`config.mk`:
```
export PLATFORM = sky130hd
export DESIGN_NAME = alu_flag_unit
export DESIGN_NICKNAME = d
export VERILOG_FILES = /design/src/rtl/alu_flag_pkg.sv /design/src/rtl/alu_arith.sv /design/src/rtl/alu_logic.sv /design/src/rtl/alu_flag_pack.sv /design/src/rtl/alu_flag_unit.sv
export SDC_FILE = /design/constraint.sdc
export NUM_CORES = 1
export LEC_CHECK = 0
export ABC_AREA = 1
export BUFFER_PORTS_ARGS = -buffer_cell sky130_fd_sc_hd__buf_2
export CAP_MARGIN = 10
export CORE_ASPECT_RATIO = 1.2
export CORE_MARGIN = 4
export CORE_UTILIZATION = 50
export CTS_BUF_LIST = sky130_fd_sc_hd__clkbuf_4 sky130_fd_sc_hd__clkbuf_8
export CTS_CLUSTER_DIAMETER = 60
export CTS_CLUSTER_SIZE = 10
export DETAILED_ROUTE_END_ITERATION = 6
export HOLD_SLACK_MARGIN = 0.1
export PLACE_DENSITY = 0.73
export SLEW_MARGIN = 20
export SYNTH_ARGS = -nofsm -noshare
export SYNTH_HDL_FRONTEND = slang
export SYNTH_SLANG_ARGS = --single-unit
```
`constraint.sdc`:
```
create_clock -name clk -period 11.06 [get_ports clk]
set_input_delay 2.212 -clock clk [delete_from_list [all_inputs] [get_ports clk]]
set_output_delay 2.212 -clock clk [all_outputs]
set_load 0.01 [all_outputs]
```
`src/rtl/alu_flag_pkg.sv`:
```
`timescale 1ns/1ps
package alu_flag_pkg;

  localparam int DATA_W    = 32;
  localparam int FLAGS_W   = 16;
  localparam int NUM_SIZES = 3;

  typedef enum logic [2:0] {
    OP_ADD   = 3'd0,
    OP_ADC   = 3'd1,
    OP_SUB   = 3'd2,
    OP_SBB   = 3'd3,
    OP_AND   = 3'd4,
    OP_OR    = 3'd5,
    OP_XOR   = 3'd6,
    OP_PASSB = 3'd7
  } alu_op_e;

  localparam int BIT_CARRY  = 0;
  localparam int BIT_ONE    = 1;
  localparam int BIT_PARITY = 2;
  localparam int BIT_AUX    = 4;
  localparam int BIT_ZERO   = 6;
  localparam int BIT_SIGN   = 7;
  localparam int BIT_STEP   = 8;
  localparam int BIT_IEN    = 9;
  localparam int BIT_DIR    = 10;
  localparam int BIT_OVF    = 11;

  typedef struct packed {
    logic carry;
    logic aux;
    logic ovf;
  } arith_flags_t;

  function automatic logic [1:0] size_index(input logic [1:0] sz);
    return (sz == 2'd0) ? 2'd0 : ((sz == 2'd1) ? 2'd1 : 2'd2);
  endfunction

  function automatic logic is_logic_op(input logic [2:0] op);
    return op[2];
  endfunction

endpackage

```
`src/rtl/alu_arith.sv`:
```
`timescale 1ns/1ps
module alu_arith
  import alu_flag_pkg::*;
#(
  parameter int W = DATA_W
) (
  input  logic [W-1:0] a,
  input  logic [W-1:0] b,
  input  logic         cin,
  input  logic [2:0]   op,
  input  logic [1:0]   size,
  output logic [W-1:0] res,
  output arith_flags_t fl
);

  logic         invert;
  logic         cin_eff;
  logic [W-1:0] bx;
  logic [4:0]   nib;
  logic [1:0]   sidx;

  logic [W-1:0]         res_k   [NUM_SIZES];
  logic [NUM_SIZES-1:0] carry_k;
  logic [NUM_SIZES-1:0] ovf_k;

  always_comb begin
    invert  = (op == OP_SUB) || (op == OP_SBB);
    unique case (op)
      OP_ADC:  cin_eff = cin;
      OP_SUB:  cin_eff = 1'b1;
      OP_SBB:  cin_eff = ~cin;
      default: cin_eff = 1'b0;
    endcase
    bx = invert ? ~b : b;
  end

  for (genvar k = 0; k < NUM_SIZES; k++) begin : g_size
    localparam int SW = 8 << k;
    logic [SW:0] s;
    assign s          = {1'b0, a[SW-1:0]} + {1'b0, bx[SW-1:0]} + (SW+1)'(cin_eff);
    assign carry_k[k] = s[SW] ^ invert;
    assign ovf_k[k]   = (a[SW-1] == bx[SW-1]) && (s[SW-1] != a[SW-1]);
    assign res_k[k]   = W'(s[SW-1:0]);
  end

  assign nib  = {1'b0, a[3:0]} + {1'b0, bx[3:0]} + 5'(cin_eff);
  assign sidx = size_index(size);

  always_comb begin
    res      = res_k[sidx];
    fl.carry = carry_k[sidx];
    fl.ovf   = ovf_k[sidx];
    fl.aux   = nib[4] ^ invert;
  end

endmodule

```
`src/rtl/alu_logic.sv`:
```
`timescale 1ns/1ps
module alu_logic
  import alu_flag_pkg::*;
#(
  parameter int W = DATA_W
) (
  input  logic [W-1:0] a,
  input  logic [W-1:0] b,
  input  logic [2:0]   op,
  input  logic [1:0]   size,
  output logic [W-1:0] res
);

  logic [W-1:0] raw;
  logic [W-1:0] mask;

  always_comb begin
    unique case (op)
      OP_AND:  raw = a & b;
      OP_OR:   raw = a | b;
      OP_XOR:  raw = a ^ b;
      default: raw = b;
    endcase
    unique case (size_index(size))
      2'd0:    mask = W'({8{1'b1}});
      2'd1:    mask = W'({16{1'b1}});
      default: mask = {W{1'b1}};
    endcase
    res = raw & mask;
  end

endmodule

```
`src/rtl/alu_flag_pack.sv`:
```
`timescale 1ns/1ps
module alu_flag_pack
  import alu_flag_pkg::*;
#(
  parameter int W = DATA_W
) (
  input  logic [W-1:0]       res,
  input  logic [1:0]         size,
  input  arith_flags_t       fl,
  input  logic [2:0]         ctrl,
  output logic [FLAGS_W-1:0] word
);

  logic sign_bit;

  always_comb begin
    unique case (size_index(size))
      2'd0:    sign_bit = res[7];
      2'd1:    sign_bit = res[15];
      default: sign_bit = res[W-1];
    endcase
    word             = '0;
    word[BIT_CARRY]  = fl.carry;
    word[BIT_ONE]    = 1'b1;
    word[BIT_PARITY] = ~^res[7:0];
    word[BIT_AUX]    = fl.aux;
    word[BIT_ZERO]   = (res == '0);
    word[BIT_SIGN]   = sign_bit;
    word[BIT_STEP]   = ctrl[0];
    word[BIT_IEN]    = ctrl[1];
    word[BIT_DIR]    = ctrl[2];
    word[BIT_OVF]    = fl.ovf;
  end

endmodule

```
`src/rtl/alu_flag_unit.sv`:
```
`timescale 1ns/1ps
module alu_flag_unit
  import alu_flag_pkg::*;
#(
  parameter bit REG_OUT = 1'b1
) (
  input  logic               clk,
  input  logic               rst_n,
  input  logic               in_valid,
  output logic               in_ready,
  input  logic [DATA_W-1:0]  op_a,
  input  logic [DATA_W-1:0]  op_b,
  input  logic               carry_in,
  input  logic [2:0]         op_code,
  input  logic [1:0]         op_size,
  input  logic [2:0]         ctrl_in,
  output logic               out_valid,
  input  logic               out_ready,
  output logic [DATA_W-1:0]  result,
  output logic [FLAGS_W-1:0] flags
);

  logic [DATA_W-1:0]  arith_res;
  logic [DATA_W-1:0]  logic_res;
  logic [DATA_W-1:0]  res_c;
  arith_flags_t       arith_fl;
  arith_flags_t       sel_fl;
  logic [FLAGS_W-1:0] flags_c;
  logic               logic_sel;

  alu_arith #(.W(DATA_W)) u_arith (
    .a(op_a), .b(op_b), .cin(carry_in), .op(op_code), .size(op_size),
    .res(arith_res), .fl(arith_fl)
  );

  alu_logic #(.W(DATA_W)) u_logic (
    .a(op_a), .b(op_b), .op(op_code), .size(op_size), .res(logic_res)
  );

  always_comb begin
    logic_sel = is_logic_op(op_code);
    res_c     = logic_sel ? logic_res : arith_res;
    sel_fl    = logic_sel ? '0 : arith_fl;
  end

  alu_flag_pack #(.W(DATA_W)) u_pack (
    .res(res_c), .size(op_size), .fl(sel_fl), .ctrl(ctrl_in), .word(flags_c)
  );

  if (REG_OUT) begin : g_reg
    logic               vld_q;
    logic [DATA_W-1:0]  res_q;
    logic [FLAGS_W-1:0] flg_q;

    assign in_ready  = !vld_q || out_ready;
    assign out_valid = vld_q;
    assign result    = res_q;
    assign flags     = flg_q;

    always_ff @(posedge clk) begin
      if (!rst_n) begin
        vld_q <= 1'b0;
        res_q <= '0;
        flg_q <= FLAGS_W'(1) << BIT_ONE;
      end else if (in_valid && in_ready) begin
        vld_q <= 1'b1;
        res_q <= res_c;
        flg_q <= flags_c;
      end else if (out_ready) begin
        vld_q <= 1'b0;
      end
    end

    AST_STALL_HOLD: assert property (@(posedge clk) disable iff (!rst_n)
      out_valid && !out_ready |=> out_valid && $stable(result) && $stable(flags)) else $error("stall hold");
    AST_CTRL_PASS: assert property (@(posedge clk) disable iff (!rst_n)
      in_valid && in_ready |=> flags[10:8] == $past(ctrl_in)) else $error("ctrl pass");
    AST_FIXED_BITS: assert property (@(posedge clk) disable iff (!rst_n)
      out_valid |-> flags[1] && !flags[3] && !flags[5] && (flags[15:12] == 4'd0)) else $error("fixed bits");
    AST_ZERO_MATCH: assert property (@(posedge clk) disable iff (!rst_n)
      out_valid |-> flags[6] == (result == '0)) else $error("zero flag");
    AST_LOGIC_CLEAR: assert property (@(posedge clk) disable iff (!rst_n)
      in_valid && in_ready && op_code[2] |=> !flags[0] && !flags[4] && !flags[11]) else $error("logic clear");
  end else begin : g_comb
    assign in_ready  = out_ready;
    assign out_valid = in_valid;
    assign result    = res_c;
    assign flags     = flags_c;
  end

endmodule

```
-- Word level (Yosys, flattened, before mapping)
Cells that the tools add are included.
- logic and storage cells: 68
- bits in registers: 42
- output and inout bits: 50
- input port bits: 77
- muxes and demuxes: 18
- order comparisons: 2
- reductions and logical operators: 12
- add/subtract/negate cells: 8
- bitwise operators: 11
- equality and inequality tests: 14
- operator list (operator ; number):
    $mux 32 ; 4
    $pmux 32 s3 ; 1
    $and 32x32->32 ; 2
    $bmux 32 s2 ; 1
    $pmux 32 s2 ; 1
    $add 32x32->33 ; 1
    $add 33x1->33 ; 1
    $logic_not 32->1 ; 1
    $not 32->32 ; 1
    $or 32x32->32 ; 1
    $xor 32x32->32 ; 1
    $add 16x16->17 ; 1
    $add 17x1->17 ; 1
    $add 8x8->9 ; 1
    $add 9x1->9 ; 1
    $eq 3x3->1 const B ; 3
    $reduce_xnor 8->1 ; 1
    $eq 3x2->1 const B ; 2
    $add 4x4->5 ; 1
    $add 5x1->5 ; 1
    $bmux 1 s2 ; 2
    $eq 2x1->1 const B ; 2
    $logic_and 1x1->1 ; 4
    $logic_not 2->1 ; 2
    other kinds (16) ; 28

-- Logic depth before layout (Yosys ltp)
Gate-level depths: netlist (run 1).
- depth after elaboration: 10
- depth in mapped cells: 25
- mapped depth without buffers: 22

-- By module
Synthesis (run 1) repeated with hierarchy kept, for this count alone.
- cells, all modules: 1448
- area, all modules: 8013.9 µm²
- by module, submodules not included (module ; cells each ; area each (µm²) ; sequential area each (µm²) ; times used):
    alu_arith ; 491 ; 2632.5 ; 0.0 ; 1
    alu_flag_unit ; 451 ; 2542.4 ; 980.9 ; 1
    alu_logic ; 438 ; 2476.1 ; 0.0 ; 1
    alu_flag_pack ; 68 ; 362.8 ; 0.0 ; 1

-- Worst setup path before layout (run 1)
OpenSTA, ideal clock, no wires.
- kind: input-to-reg
- from: in op_code[2]
- to: reg g_reg.flg_q[2], in the netlist flags[2]
- setup time: 0.117 ns
- cell stages on the path: 20
- required time: 10.943 ns
- slack: 5.436 ns
- buffers on the path: 3
- data arrival time: 5.507 ns
- cells stage by stage: buf_6 inv_4 buf_1 nand2_1 buf_2 xor2_1 fa_1 fa_1 inv_1 nand2_1 nand2_1 and2_1 xnor2_1 nor2_1 a21oi_1 ha_1 xnor2_1 nor2_1 o221ai_1 inv_1
- word-level cells in the longest chain between the ends: 10
- elaborated cells on any way between the ends: 22
- classes of those cells: 6 x add/sub; 6 x eq/ne; 7 x mux; 1 x bitwise; 2 x reduce/logical
- ends and longest elaborated chain (what ; line ; source):
    start, declared ; alu_flag_unit.sv:14 ; input logic [2:0] op_code,
    $eq 3x2->1 ; alu_arith.sv:27, alu_arith.sv:28 ;
    $logic_or 1x1->1 ; alu_arith.sv:27 ; invert = (op == OP_SUB) || (op == OP_SBB);
    $mux 32 ; alu_arith.sv:34 ; bx = invert ? ~b : b;
    $add 32x32->33 (tied with other cells) ; alu_arith.sv:40 ; assign s = {1'b0, a[SW-1:0]} + {1'b0, bx[SW-1:0]} + (SW+1)'(cin_eff);
    $add 33x1->33 (tied with other cells) ; alu_arith.sv:40 ;
    $bmux 32 s2 ; alu_arith.sv:50 ; res = res_k[sidx];
    $mux 32 (implied by the code) (2 in a row) ; alu_arith.sv:50 ;
    $mux 32 (*) ; alu_flag_unit.sv:42 ; res_c = logic_sel ? logic_res : arith_res;
    $reduce_xnor 8->1 (*) ; alu_flag_pack.sv:25 ; word[BIT_PARITY] = ~^res[7:0];
    end signal, assigned ; alu_flag_unit.sv:64 ; flg_q <= FLAGS_W'(1) << BIT_ONE;
    end signal, assigned ; alu_flag_unit.sv:68 ; flg_q <= flags_c;
    end, declared ; alu_flag_unit.sv:53 ; logic [FLAGS_W-1:0] flg_q;
Mark *: on every way between the ends. The rest lies on a longest branch, timed or not. The select of a mux whose other input is x is not followed.
A chain may end at the register's enable or synchronous reset.

-- Final worst setup path (run 1)
- from: in op_code[2]
- to: reg g_reg.flg_q[6], in the netlist flags[6]
- word-level cells in the longest chain between the ends: 10
- elaborated cells on any way between the ends: 22
- classes of those cells: 6 x add/sub; 6 x eq/ne; 7 x mux; 1 x bitwise; 2 x reduce/logical
- ends and longest elaborated chain (what ; line ; source):
    $eq 3x2->1 ; alu_arith.sv:27, alu_arith.sv:28 ;
    $logic_or 1x1->1 ; alu_arith.sv:27 ;
    $mux 32 ; alu_arith.sv:34 ;
    $add 32x32->33 (tied with other cells) ; alu_arith.sv:40 ;
    $add 33x1->33 (tied with other cells) ; alu_arith.sv:40 ;
    $bmux 32 s2 ; alu_arith.sv:50 ;
    $mux 32 (implied by the code) (2 in a row) ; alu_arith.sv:50 ;
    $mux 32 (*) ; alu_flag_unit.sv:42 ;
    $logic_not 32->1 (*) ; alu_flag_pack.sv:27 ; word[BIT_ZERO] = (res == '0);
Marked as above.

==> results of run 1 <==
-- synthesized netlist by cell type (all sizes together) (2+ instances only) --
cell     instances
inv            220
o211ai          25
clkbuf          16
a31oi            2
a221oi           7
fa               2
nand2          319
nor2           104
nand4           11
xor2            36
xnor2            4
conb             2
and2             7
o21bai           3
nor3             6
a21oi           77
buf             25
nand3           72
o2111ai          6
ha              99
o21ai           60
nand3b           4
dfxtp           42
-- critical path: cells and delay by family --
kind	cells	cell delay, ns
and+or+nand+nor	12	1.65
xor gates and xnor gates	2	0.50
adders and majority gates	3	1.06
buffers and inverters	3	0.65
AOI/OAI and AO/OA	2	0.31
-- final cells by class --
type                       count  area share
sequential                    42      0.1117
clock buffer                   5    0.009145
inverter                     220      0.1101
multi-input combinational    858      0.6558
tap                          168     0.02793
timing repair buffer         122     0.08214
clock inverter                 3    0.003159
-- stage by stage --
stage	instance area, µm²	hold WS, ns	total power, mW	util
floorplan	6843	0.4900	0.4490	-
global placement	7432	0.4583	0.5553	0.5590
detailed placement	7432	0.4614	0.5606	0.5590
CTS	7525	0.4704	0.6637	0.5660
global route	7525	0.4895	0.7240	0.5660
finish	7525	0.4664	0.6646	0.5660
-- power groups by stage --
stage	clock [mW]	sequential [mW]	combinational, mW
2_1_floorplan	0	0.181	0.268
3_3_place_gp	0	0.175	0.381
3_5_place_dp	0	0.175	0.386
4_1_cts	0.105	0.171	0.388
5_1_grt	0.111	0.173	0.441
6_report	0.103	0.171	0.390
-- routing by layer --
metal	up-vias	wire (µm)	part of all wire	global-route usage
met5	-	0	0	0
met4	0	713	0.034	0.08713
met3	40	922	0.044	0.02048
met2	190	10550	0.51	0.4841
met1	3299	8685	0.42	0.3245
li1	3827	-	-	-
-- how the worst min path moves through the flow --
stage          slack (ns)                      end  cells after the start
4_1_cts              0.47  result[31]$_SDFFE_PN0P_                      2
6_report             0.47  result[31]$_SDFFE_PN0P_                      2
2_1_floorplan        0.49  result[15]$_SDFFE_PN0P_                      2
5_1_grt              0.49  result[31]$_SDFFE_PN0P_                      2
3_5_place_dp         0.46    flags[6]$_SDFFE_PN0P_                      2
3_3_place_gp         0.46   flags[11]$_SDFFE_PN0P_                      2
-- registers in the layout (all words and copies together) (netlist names) --
register and cells:
result 32, flags 9, out_valid 1
-- cell families after synthesis --
kind of cell / after synthesis / synth area share
muxes: 1 / 0.001467
and+or+nand+nor: 525 / 0.3156
other: 2 / 0.001101
adders and majority gates: 101 / 0.1874
xor gates and xnor gates: 40 / 0.05134
AOI/OAI and AO/OA: 184 / 0.1632
DFF: 42 / 0.1232
buffers and inverters: 261 / 0.1568
==> flow_summary_export.csv, run 1 <==
group,metric,value,unit
grt,grt-ovfl-total,0,
critical_path,start_kind,"input port",
drt,via_count,7356,
floorplan,die_x,114.6,µm
placed_design,port_buffers,119,
sta,hold_violations,0,
critical_path,reg2regPathDepth,12,
power_and_ir_drop,power.density,88.32,nW/µm²
finish,layout_commonest_cell,"nand2_1",
critical_path,cp_max_fo,32,
finish,multi_input_area,4935,µm²
finish,area.growth.synth_to_final,10.27,%
power_and_ir_drop,p_seq_frac,0.258,
power_and_ir_drop,p_leak,4.398,nW
grt,grt_pass1_vias,6937,
synth,async_flop_share,0,
critical_path,worst_path_largest_cell_delay,0.66,ns
synth,netlist.area_leader.share,0.1815,
drt,avgViaCountPerCell,5.188,
sta,finalCritPeriodShare,0.5598,
sta,min_period,6.191,ns
drt,first_pass_iters,5,
sta,setup_viol,0,
critical_path,crit_path_top_delay_cell,"nand2_2",
power_and_ir_drop,pwr-share-clk,0.155,
grt,grt_max_degree,56,
sta,worst_pin_slew,1.140,ns
finish,fillerInstances,1429,
critical_path,r2r_slack,8.95,ns
power_and_ir_drop,sw_frac_of_total,0.4794,
grt,grt_pass1_wl,33640,µm
clock_network,clock_path_buffers,2,
flow_run,cap_violations,0,
finish,drive_above_1_share,0.1208,
finish,nNetsFinal,1427,
synth,ys.flop_type,"dfxtp_1",
critical_path,crit_path_start,"op_code[2]",
placed_design,hpwl,17190,µm
synth,synth-seq-area-share,0.1232,
placed_design,post-place-ws,4.570,ns
run_status,outcome,"finished, final reports clean",
floorplan,io-pin-count,127,
synth,syn_area_per_cell,5.903,µm²
worst_hold_path,hold_class,"flop to flop",
drt,drt_iter0_drc,434,
worst_hold_path,hp-start,"result[31]$_SDFFE_PN0P_",
critical_path,setup.worst_path.end_class,"flop",
clock_network,cts-htree-levels,2,
clock_network,cts-root-buf,"clkbuf_8",
power_and_ir_drop,ir_worst_vdd,0.07122,mV
power_and_ir_drop,internal_power,346.0,µW
synth,ys_ff_latch,42,
sta,fin_skew,0.006275,ns
sta,rsz0062_at_grt,"no",
grt,antenna_found_initial,0,
clock_network,cts_tree,"done",
grt,track_usage,0.2649,
synth,syn_inst,1156,
critical_path,cp_data_required_time,11.28,ns
synth,yosys.area.top_type,"ha_1",
floorplan,num_rows,46,
clock_network,postCtsSetupBuffers,0,
finish,seqCellArea,840.8,µm²
synth,ys_types,43,
placed_design,gp_congestion,1.019,
drt,route.detailed.drc,0,
critical_path,crit_path_end,"flags[6]$_SDFFE_PN0P_",
finish,layout_common_cells,"nand2_1 (316), inv_1 (216), buf_2 (119)",
synth,synth_warnings,0,
sta,fin_ws,4.869,ns
sta,finalMaxSlewViolations,0,
critical_path,cp_data_arrival_time,6.41,ns
finish,final_cell_count_no_fill,1418,
floorplan,core,13300,µm²
sta,fmax,0.1615,GHz
power_and_ir_drop,p_switching,318.6,µW
critical_path,timing_worst_setup_path_type,"input port to flop",
synth,synth_edf_count,0,
critical_path,r2r-end,"flags[6]$_SDFFE_PN0P_",
clock_network,cts_sinks,42,
clock_network,cts_hold_buf,0,
floorplan,die-area,15590,µm²
synth,synth_area_leaders,"ha_1 (18%), nand2_1 (17%), dfxtp_1 (12%), inv_1 (12%), nor2_1 (5.6%)",
synth,synth_area,6824,µm²
floorplan,start_util,0.5133,
finish,diodes,0,
drt,wl_per_cell,14.72,µm
drt,drt.antenna.violating_nets,0,
clock_network,clk_latency,0.29,ns
clock_network,ctsResizeCount,0,
placed_design,dp_cells,1410,
floorplan,fp.dieH,136.0,µm
drt,routed_wl,20870,µm
power_and_ir_drop,p_comb_frac,0.587,
sta,final.setup.tns,0,ns
clock_network,numCtsBuffers,5,
clock_network,cts.clk_slew.worst_paths,0.08,ns
critical_path,reg2reg_from,"out_valid$_SDFFE_PN0P_",
critical_path,path_cells,"buf_2 > inv_4 > nand2_2 > xor2_1 > fa_1 > fa_1 > inv_1 > nand2_1 > nand2_1 > and2_1 > xnor2_1 > nor2_1 > a21oi_1 > ha_1 > nand4_1 > nor2_1 > nand2_1 > nor2_1 > nand2_1 > nor2_1 > nand3_1 > a21oi_1",
sta,max_slew_margin,0.2370,
No activity file was read; power rests on OpenSTA's default activity.
==> inputs of run 2 (changes only) <==
Clock period 11.06 ns to 6.3 ns, I/O delays scaled along.
==> run 2 against run 1 <==
Cell area is essentially flat. Critical path depth is the same. Sequential power grew 76%. Combinational power grew 76%. Hold slack gained 0.0031 ns. Critical endpoint unchanged. Largest power group unchanged.
==> flow_summary_export.csv, run 2 (synthesis gave the netlist of run 1 again) <==
group,metric,value,unit
run_status,outcome,"finished, final reports clean",
clock_network,cts_sinks,42,
critical_path,timing_worst_setup_path_type,"input port to flop",
sta,setup_viol,0,
finish,area.growth.synth_to_final,10.23,%
clock_network,cts_hold_buf,0,
power_and_ir_drop,p_seq_frac,0.259,
finish,fin_area,7522,µm²
sta,max_slew_margin,0.2634,
clock_network,clock_path_buffers,2,
finish,diodes,0,
drt,avgViaCountPerCell,5.165,
clock_network,cts.clk_slew.worst_paths,0.08,ns
grt,grt-ovfl-total,0,
worst_hold_path,hp-start,"result[31]$_SDFFE_PN0P_",
critical_path,setup.worst_path.end_class,"flop",
clock_network,cts_tree,"done",
drt,route.detailed.drc,0,
sta,finalCritPeriodShare,0.7611,
floorplan,die_x,114.6,µm
power_and_ir_drop,p_comb_frac,0.589,
grt,grt_pass1_vias,6860,
critical_path,start_kind,"input port",
sta,final.setup.tns,0,ns
placed_design,port_buffers,119,
sta,min_period,4.795,ns
critical_path,reg2reg_from,"out_valid$_SDFFE_PN0P_",
clock_network,cts-htree-levels,2,
clock_network,postCtsSetupBuffers,0,
power_and_ir_drop,internal_power,609.7,µW
drt,drt_iter0_drc,428,
finish,final_cell_count_no_fill,1418,
sta,rsz0062_at_grt,"no",
power_and_ir_drop,sw_frac_of_total,0.4755,
power_and_ir_drop,power.density,154.5,nW/µm²
grt,grt_pass1_wl,33690,µm
clock_network,numCtsBuffers,5,
power_and_ir_drop,ir_worst_vdd,0.1161,mV
finish,layout_common_cells,"nand2_1 (316), inv_1 (216), buf_2 (119)",
grt,track_usage,0.2677,
finish,drive_above_1_share,0.1208,
power_and_ir_drop,p_leak,4.406,nW
sta,hold_violations,0,
floorplan,start_util,0.5133,
critical_path,crit_path_start,"op_code[2]",
floorplan,num_rows,46,
drt,wl_per_cell,14.93,µm
finish,nNetsFinal,1427,
sta,fin_skew,0.003442,ns
finish,layout_commonest_cell,"nand2_1",
finish,largest_register_ffs,32,
power_and_ir_drop,pwr-share-clk,0.152,
drt,drt.antenna.violating_nets,0,
drt,first_pass_iters,5,
sta,worst_pin_slew,1.101,ns
power_and_ir_drop,power,1.162,mW
grt,antenna_found_initial,0,
critical_path,cp_max_fo,28,
sta,finalMaxSlewViolations,0,
floorplan,io-pin-count,127,
critical_path,cp_data_required_time,6.52,ns
clock_network,ctsResizeCount,0,
placed_design,place_area,7432,µm²
drt,via_count,7324,
floorplan,core,13300,µm²
floorplan,fp.dieH,136.0,µm
grt,grt_max_degree,56,
drt,routed_wl,21170,µm
clock_network,clk_latency,0.29,ns
clock_network,cts-root-buf,"clkbuf_8",
critical_path,cp_data_arrival_time,5.02,ns
floorplan,die-area,15590,µm²
power_and_ir_drop,p_switching,552.8,µW
worst_hold_path,hold_class,"flop to flop",
sta,whs,0.4695,ns
sta,fmax,0.2086,GHz
placed_design,gp_congestion,1.048,
placed_design,hpwl,17540,µm
placed_design,dp_cells,1410,
flow_run,cap_violations,0,
## run 2: cell count changes in the layout (fill, tap and decap cells not counted)
cell,previous run,this run
clkinvlp_4,2,0
inv_6,1,0
clkinv_4,0,1
clkinv_2,0,1
clkbuf_4,0,1
## run 2: final timing paths
| check | end | slack [ns] | cells after the start |
|---|---|---|---|
| max | flags[6]$_SDFFE_PN0P_ | 1.51 | 22 |
| min | result[31]$_SDFFE_PN0P_ | 0.47 | 2 |
| max reg2reg | flags[6]$_SDFFE_PN0P_ | 3.75 | 11 |
| min reg2reg | result[31]$_SDFFE_PN0P_ | 0.47 | 2 |
## run 2: area by class of cell
| type | count | area [µm²] |
|---|---|---|
| clock inverter | 2 | 13.76 |
| inverter | 220 | 828.3 |
| timing repair buffer | 122 | 618.1 |
| clock buffer | 6 | 76.32 |
| multi-input combinational | 858 | 4935 |
| tap | 168 | 210.2 |
| sequential | 42 | 840.8 |
| fill | 1430 | 5773 |
## run 2: power by group through the flow
stage	combinational, mW	sequential, mW	clock [mW]
2_1_floorplan	0.471	0.318	0
3_3_place_gp	0.672	0.307	0
3_5_place_dp	0.679	0.307	0
4_1_cts	0.683	0.301	0.181
5_1_grt	0.779	0.303	0.194
6_report	0.685	0.301	0.177
## run 2: per-stage QoR
stage,setup WS [ns],util
after floorplan,1.628,-
after global placement,1.304,0.5590
after detailed placement,1.206,0.5590
after CTS,1.496,0.5658
after global routing,1.079,0.5658
final,1.505,0.5658
## run 2: worst max-delay path: stages
cell and delay (ns):
buf_2 0.22, inv_4 0.32, nand2_2 0.37, xor2_1 0.27, fa_1 0.46, fa_1 0.41
inv_1 0.12, nand2_1 0.08, nand2_1 0.08, and2_1 0.21, xnor2_1 0.13, nor2_1 0.06
a21oi_1 0.18, ha_1 0.17, nand4_1 0.08, nor2_1 0.12, nand2_1 0.07, nor2_1 0.08
nand2_1 0.06, nor2_1 0.08, nand3_1 0.06, a21oi_1 0.12
## run 2: routing by layer
layer	part of all wire	track usage	vias up
li1	-	-	3835
met4	0.042	0.1010	0
met5	0	0	-
met1	0.42	0.3275	3243
met3	0.040	0.02449	51
met2	0.50	0.4806	195
